`src/rtl/crq_pkg.sv`:
```
package crq_pkg;
  localparam int WORD_W   = 32;
  localparam int MAP_W    = 16;
  localparam int AOA_BIT  = 16;
  localparam int MODE_LSB = 17;
  localparam int CT_LSB   = 19;
  localparam int CT_W     = 3;
  localparam int USED_W   = CT_LSB + CT_W;

  typedef enum logic [1:0] {
    LK_IDLE = 2'b00,
    LK_REQ  = 2'b01
  } link_kind_e;

  typedef enum logic [1:0] {
    DISC_CAMP   = 2'b00,
    DISC_RECAST = 2'b01,
    DISC_MQ     = 2'b10,
    DISC_RSVD   = 2'b11
  } disc_e;

  typedef struct packed {
    logic [CT_W-1:0]  ct;
    disc_e            disc;
    logic             all_req;
    logic [MAP_W-1:0] ports;
  } req_fields_t;

  typedef enum logic [2:0] {
    ST_IDLE, ST_CAMP, ST_RECAST, ST_MQ_SEND, ST_MQ_WAIT, ST_MQ_RETRY, ST_HOLD
  } seq_st_e;
endpackage

```
`src/rtl/crq_decode.sv`:
```
module crq_decode
  import crq_pkg::*;
(
  input  logic [WORD_W-1:0] word,
  output req_fields_t       fields,
  output logic              is_null
);
  always_comb begin
    fields.ports   = word[MAP_W-1:0];
    fields.all_req = word[AOA_BIT];
    fields.disc    = disc_e'(word[MODE_LSB +: 2]);
    fields.ct      = word[CT_LSB +: CT_W];
    is_null        = (fields.ports == '0) || (fields.disc == DISC_RSVD);
  end
endmodule

```
`src/rtl/crq_timer.sv`:
```
module crq_timer #(
  parameter int CW = 4
) (
  input  logic          clk,
  input  logic          rst,
  input  logic          load,
  input  logic [CW-1:0] load_val,
  input  logic          dec,
  output logic [CW-1:0] cnt,
  output logic          zero,
  output logic          one
);
  always_ff @(posedge clk) begin
    if (rst)
      cnt <= '0;
    else if (load)
      cnt <= load_val;
    else if (dec && cnt != '0)
      cnt <= cnt - 1'b1;
  end

  assign zero = (cnt == '0);
  assign one  = (cnt == CW'(1));
endmodule

```
`src/rtl/crq_sequencer.sv`:
```
module crq_sequencer
  import crq_pkg::*;
#(
  parameter int RETRY_STEP = 2,
  parameter int HOLD_N     = 3,
  parameter int RECAST_CNT = 5,
  parameter int PASS_D     = 4
) (
  input  logic              clk,
  input  logic              rst,
  input  logic              req_valid,
  output logic              req_ready,
  input  logic [WORD_W-1:0] req_word,
  input  logic              ack,
  input  logic              hdr_det,
  input  logic              dly_en,
  output logic              rd_en,
  output logic              retx,
  output logic [1:0]        out_kind,
  output logic [WORD_W-1:0] out_word
);
  localparam int RETRY_MAX = ((1 << CT_W) - 1) * RETRY_STEP;
  localparam int M1   = (RETRY_MAX > HOLD_N) ? RETRY_MAX : HOLD_N;
  localparam int M2   = (M1 > RECAST_CNT) ? M1 : RECAST_CNT;
  localparam int MAXV = (M2 > PASS_D) ? M2 : PASS_D;
  localparam int CW   = $clog2(MAXV + 1);

  seq_st_e     state, state_nx;
  req_fields_t held;
  req_fields_t in_f;
  logic        in_null;
  logic        accept;
  logic        t_load, t_dec, t_zero, t_one;
  logic [CW-1:0] t_val, t_cnt;
  logic        is_req, aoa_eff;

  crq_decode u_dec (
    .word    (req_word),
    .fields  (in_f),
    .is_null (in_null)
  );

  crq_timer #(.CW(CW)) u_tmr (
    .clk      (clk),
    .rst      (rst),
    .load     (t_load),
    .load_val (t_val),
    .dec      (t_dec),
    .cnt      (t_cnt),
    .zero     (t_zero),
    .one      (t_one)
  );

  assign accept = req_valid && (state == ST_IDLE);

  always_comb begin
    state_nx = state;
    t_load   = 1'b0;
    t_val    = '0;
    t_dec    = 1'b0;
    unique case (state)
      ST_IDLE: begin
        if (accept && !in_null) begin
          t_load = 1'b1;
          unique case (in_f.disc)
            DISC_CAMP: begin
              state_nx = ST_CAMP;
              t_val    = CW'(int'(in_f.ct) * RETRY_STEP);
            end
            DISC_RECAST: begin
              state_nx = ST_RECAST;
              t_val    = CW'(RECAST_CNT);
            end
            default: begin
              state_nx = ST_MQ_SEND;
              t_val    = CW'(PASS_D);
            end
          endcase
        end
      end
      ST_CAMP, ST_MQ_WAIT, ST_MQ_RETRY: begin
        if (ack) begin
          if (dly_en) begin
            state_nx = ST_HOLD;
            t_load   = 1'b1;
            t_val    = CW'(HOLD_N);
          end else begin
            state_nx = ST_IDLE;
          end
        end else if (state == ST_MQ_WAIT && hdr_det) begin
          state_nx = ST_MQ_RETRY;
        end else if (state != ST_MQ_RETRY) begin
          t_dec = 1'b1;
        end
      end
      ST_RECAST: begin
        t_dec = 1'b1;
        if (t_one) state_nx = ST_IDLE;
      end
      ST_MQ_SEND: state_nx = ST_MQ_WAIT;
      ST_HOLD: begin
        t_dec = 1'b1;
        if (t_one) state_nx = ST_IDLE;
      end
      default: state_nx = ST_IDLE;
    endcase
  end

  always_ff @(posedge clk) begin
    if (rst) begin
      state <= ST_IDLE;
      held  <= '0;
    end else begin
      state <= state_nx;
      if (accept && !in_null) held <= in_f;
    end
  end

  always_comb begin
    is_req    = (state == ST_CAMP) || (state == ST_RECAST) ||
                (state == ST_MQ_SEND) || (state == ST_MQ_RETRY);
    req_ready = (state == ST_IDLE);
    rd_en     = (state == ST_IDLE) || ((state == ST_MQ_WAIT) && !t_zero);
    retx      = (state == ST_CAMP) || (state == ST_RECAST) || (state == ST_MQ_RETRY);
    aoa_eff   = held.all_req && !((state == ST_CAMP) && t_zero);
    out_kind  = is_req ? LK_REQ : LK_IDLE;
    out_word  = '0;
    if (is_req)
      out_word[USED_W-1:0] = {held.ct, held.disc, aoa_eff, held.ports};
  end
endmodule

```
`config.mk`:
```
export PLATFORM = sky130hd
export DESIGN_NAME = crq_sequencer
export DESIGN_NICKNAME = d
export VERILOG_FILES = /design/src/rtl/crq_pkg.sv /design/src/rtl/crq_decode.sv /design/src/rtl/crq_timer.sv /design/src/rtl/crq_sequencer.sv
export SDC_FILE = /design/constraint.sdc
export NUM_CORES = 1
export LEC_CHECK = 0
export ABC_AREA = 1
export BUFFER_PORTS_ARGS = -buffer_cell sky130_fd_sc_hd__buf_2
export CAP_MARGIN = 10
export CORE_ASPECT_RATIO = 0.5
export CORE_MARGIN = 3
export CORE_UTILIZATION = 40
export CTS_CLUSTER_DIAMETER = 200
export DETAILED_ROUTE_END_ITERATION = 7
export PLACE_DENSITY = 0.8
export RECOVER_POWER = 50
export SYNTH_ARGS = -nofsm -noshare
export SYNTH_HDL_FRONTEND = slang
export SYNTH_SLANG_ARGS = --single-unit
export TNS_END_PERCENT = 30
```
`constraint.sdc`:
```
create_clock -name clk -period 1.19 [get_ports clk]
set_input_delay 0.119 -clock clk [delete_from_list [all_inputs] [get_ports clk]]
set_output_delay 0.119 -clock clk [all_outputs]
set_load 0.1 [all_outputs]
```
Yosys cells after proc, flatten, opt, wreduce, memory -nomap -nowiden. Index checks and enable logic that the tools add are counted.

Input bits: 38. Bits in registers: 29. Word-level logic and storage cells: 69.

Eq/ne operators: 13. Add/subtract/negate cells: 1. Muxes and demuxes: 24. Reductions and logical operators: 25.

Operators with widths (number): $mux 22 (1); $logic_not 16->1 (1); $pmux 4 s2 (2); $mux 3 (5); $mux 4 (3); $pmux 3 s4 (1); $eq 3x3->1 const B (3); $logic_and 1x1->1 (7); $mux 1 (7); $eq 3x2->1 const B (2); $logic_or 1x1->1 (6); $ne 3x3->1 const B (2); $eq 4x1->1 const B (1); $logic_not 4->1 (1); $mux 2 (2); $ne 2x1->1 const B (2); $pmux 1 s2 (2); $pmux 2 s2 (1); $reduce_bool 4->1 (1); $sub 4x1->4 const B (1); $eq 3x1->1 const B (1); $logic_not 1->1 (3); $logic_not 3->1 (1); $reduce_and 3->1 (1); 6 further kinds (6).

Longest topological paths before layout.
Depth after elaboration: 8. Depth in mapped cells: 10.

Modules after synthesis. A second synthesis with hierarchy kept.

Cell total of the unflattened synthesis: 287. Area, all modules: 1878.1 µm².

By module, submodules not included: crq_sequencer (area each 1363.8 µm², instances 1, cells an instance 201); crq_timer (area each 285.3 µm², instances 1, cells an instance 47); crq_decode (area each 229.0 µm², instances 1, cells an instance 39).

Least setup slack after synthesis. Ideal clock, no wire load.

Kind: flip-flop to output port. From: register state[0]. To: output retx. Cell stages (with the launch flop): 4. Path slack: -1.584 ns. Path buffers: 0. Arrival: 2.655 ns. Data required time: 1.071 ns. Path through: dfxtp_1 -> inv_1 -> nand2_1 -> o21ai_0.

Cells in the longest elaborated chain, start to end: 3. Elaborated cells between the ends (all ways): 5. Classes of those cells: eq/ne: 3; reduce/logical: 2.

Ends and longest elaborated chain: start, declared (line crq_sequencer.sv:28) `seq_st_e state, state_nx;`; start signal, assigned (line crq_sequencer.sv:114) `state <= state_nx;`; $eq 3x1->1 / $eq 3x2->1 (equally long branches) (line crq_sequencer.sv:124) `retx = (state == ST_CAMP) || (state == ST_RECAST) || (state == ST_MQ_RETRY);`; $logic_or 1x1->1 (line crq_sequencer.sv:124); $logic_or 1x1->1 (*) (line crq_sequencer.sv:124); end, declared (line crq_sequencer.sv:18) `output logic retx,`.

Mark *: on every way between the ends. The rest lies on a longest branch, timed or not.

Worst setup path in the final report. Ends and elaborated chain as after synthesis.

==> out/qor.yml <==
worst_slack_ps: -441.6
yosys-top-cells-area: "dfxtp_1 (34%), nor2_1 (9.3%), inv_1 (8.6%)"
maxCapViolCount: 0
ys.flop_type: "dfxtp_1"
p_total_uw: 10850
critical_path.endpoint_type: "primary output"
yosys.area.top_type: "dfxtp_1"
path_clk_slew_ps: 70
drive_above_1_share_pct: 56.43
dp_cells: 373
drt_iter0_drc: 81
grtUsageTotal_pct: 22.09
syn_to_final_growth_pct: 89.79
synth_adder_area_share_pct: 1.470
io_pins: 75
io_buffers: 53
synth_top_family_by_area: "simple AND/OR/NAND/NOR gates"
synth-edff-count: 0
cp-start-kind: "flop"
finalNetCount: 381
synth_xor_area_share_pct: 1.029
clock_path_buffers: 2
outcome: "finished, violations left"
antenna_found_initial: 0
synth_compound_area_share_pct: 19.10
p_leak_uw: 0.001359
path_class: "reg -> out"
die-area_um2: 5124
cp_max_fo: 4
slew_violations: 0
ant_nets: 0
critPathArrivalTime_ps: 1510
synthCells: 247
vdd_drop_max_mv: 2.579
gr-total-overflow: 0
cp.required_ps: 1070
antenna_cells: 0
synth_common_cells: "nor2_1 (42), inv_1 (39), dfxtp_1 (29), nand2_1 (27), o21ai_0 (27)"
setup_viol: 55
wl_per_cell_um: 16.10
clock_sinks: 29
post-route-period-util_pct: 137.1
fin_setup_tns_ps: -15940
synthArstFlopShare_pct: 0
busiest_layer: "met2"
hp-class: "in -> reg"
power_density_nw_per_um2: 3356
synth_simple_gate_area_share_pct: 25.72
grt_max_degree: 24
dp_slack_ps: -172.3
yosysWarnings: 0
core_area_um2: 4004
yosys_register_bits: 29
via_count: 2027
rsz0062_at_grt: "true"
fillers: 224
hold_violations: 0
htreeDepth: 2
grt_pass1_wl_um: 8783
violations: "negative setup slack"
syn_area_per_cell_um2: 6.894
viasPerCell: 5.119
fin_crit_ps: 1632
post-route-util_pct: 80.72
cts-hold-fix-buffers: 0
num_rows: 16
drc: 0
grt_use_met3_pct: 4.819
yosysSeqAreaShare_pct: 34.09
use_met2_pct: 45.50
wl_um: 6374
clock_skew_ps: 7.902
fp.dieW_um: 98.28
die_h_um: 52.14
synthMuxAreaShare_pct: 0
dp_hpwl_um: 3845
synth_top_area_share_pct: 34.09
dr.pass1.iters: 4
synth_area_um2: 1703
fmax_mhz: 612.9
gp_congestion: 0.8296
synth_cell_type_count: 27
yosysMostFrequentCell: "nor2_1"
clock_latency_ps: 280
cts_made_buffers: 5
cts_tree: "done"
grt_pass1_vias: 1937
grt_use_met1_pct: 21.42
root_buffer: "clkbuf_8"
instances_no_fill: 396
start_util_pct: 42.53
layout by cell type (no fill, tap or decap), drive strengths merged, types with 6 or more instances in the layout:
cell    count
o21ai      31
conb       11
dfxtp      29
buf        99
nand3      10
inv        39
a21oi      26
clkbuf      6
nor2       45
nand2      33
critical path: stages (launching register included):
cell	delay [ps]
dfxtp_2	340
buf_4	150
inv_1	120
nand2_1	190
o21ai_2	230
buf_12	200
state kept, by name (all words and copies together) (netlist names):
register   flops
held          22
state          3
u_tmr.cnt      4
cell type report:
cell class,count,area [um2],area share [%]
Clock buffer,6,72.57,2.245
Tap cell,54,67.56,2.091
Multi-Input combinational cell,166,1220,37.75
Timing Repair Buffer,99,1116,34.53
Inverter,40,156.4,4.839
Sequential cell,29,589.3,18.23
Clock inverter,2,10.01,0.3097
routing by layer:
metal	up-vias	share of wire, %
met5	-	0
met1	944	36
met4	0	5.0
met2	96	54
met3	35	5.7
li1	952	-
path summary, 6_finish.rpt:
| check | start | endpoint | cells past startpoint | slack [ps] |
|---|---|---|---|---|
| worst max-delay path | state[0] | retx | 5 | -440 |
| worst min-delay path | req_word[2] | held[2] | 3 | 110 |
| worst max register to register | state[1] | u_tmr.cnt[3] | 10 | -330 |
| worst min register to register | held[21] | held[21] | 2 | 490 |
power by group:
part | internal, uW | switching (uW) | leakage (uW)
registers | 1280 | 171 | 0.000242
clock network | 405 | 397 | 0.0000450
logic | 3440 | 5150 | 0.00107
stage by stage:
stage / hold slack, ps / cell area (um2)
finish: 114.4 / 3232
detailed placement: 397.7 / 2765
global placement: 394.0 / 2765
global route: 123.3 / 3232
CTS: 107.3 / 3044
floorplan: 180.7 / 1977
kinds of logic (layout without fill, tap and decap cells):
logic type | after synthesis | after routing
and+or+nand+nor | 90 | 90
buffers and inverters | 62 | 147
AOI/OAI and AO/OA | 61 | 61
DFF | 29 | 29
adders and majority gates | 2 | 2
xor gates and xnor gates | 2 | 2
other | 1 | 11
what timing repair did:
item                                   4_1_cts  5_1_grt
endpoints found under the hold margin        0        0
pin swaps                                    9        9
cloned                                       1        0
resized for setup                           26       58
setup endpoints to repair                   55       55
buffers inserted                            11        3
No activity file was read; power rests on OpenSTA's default activity.
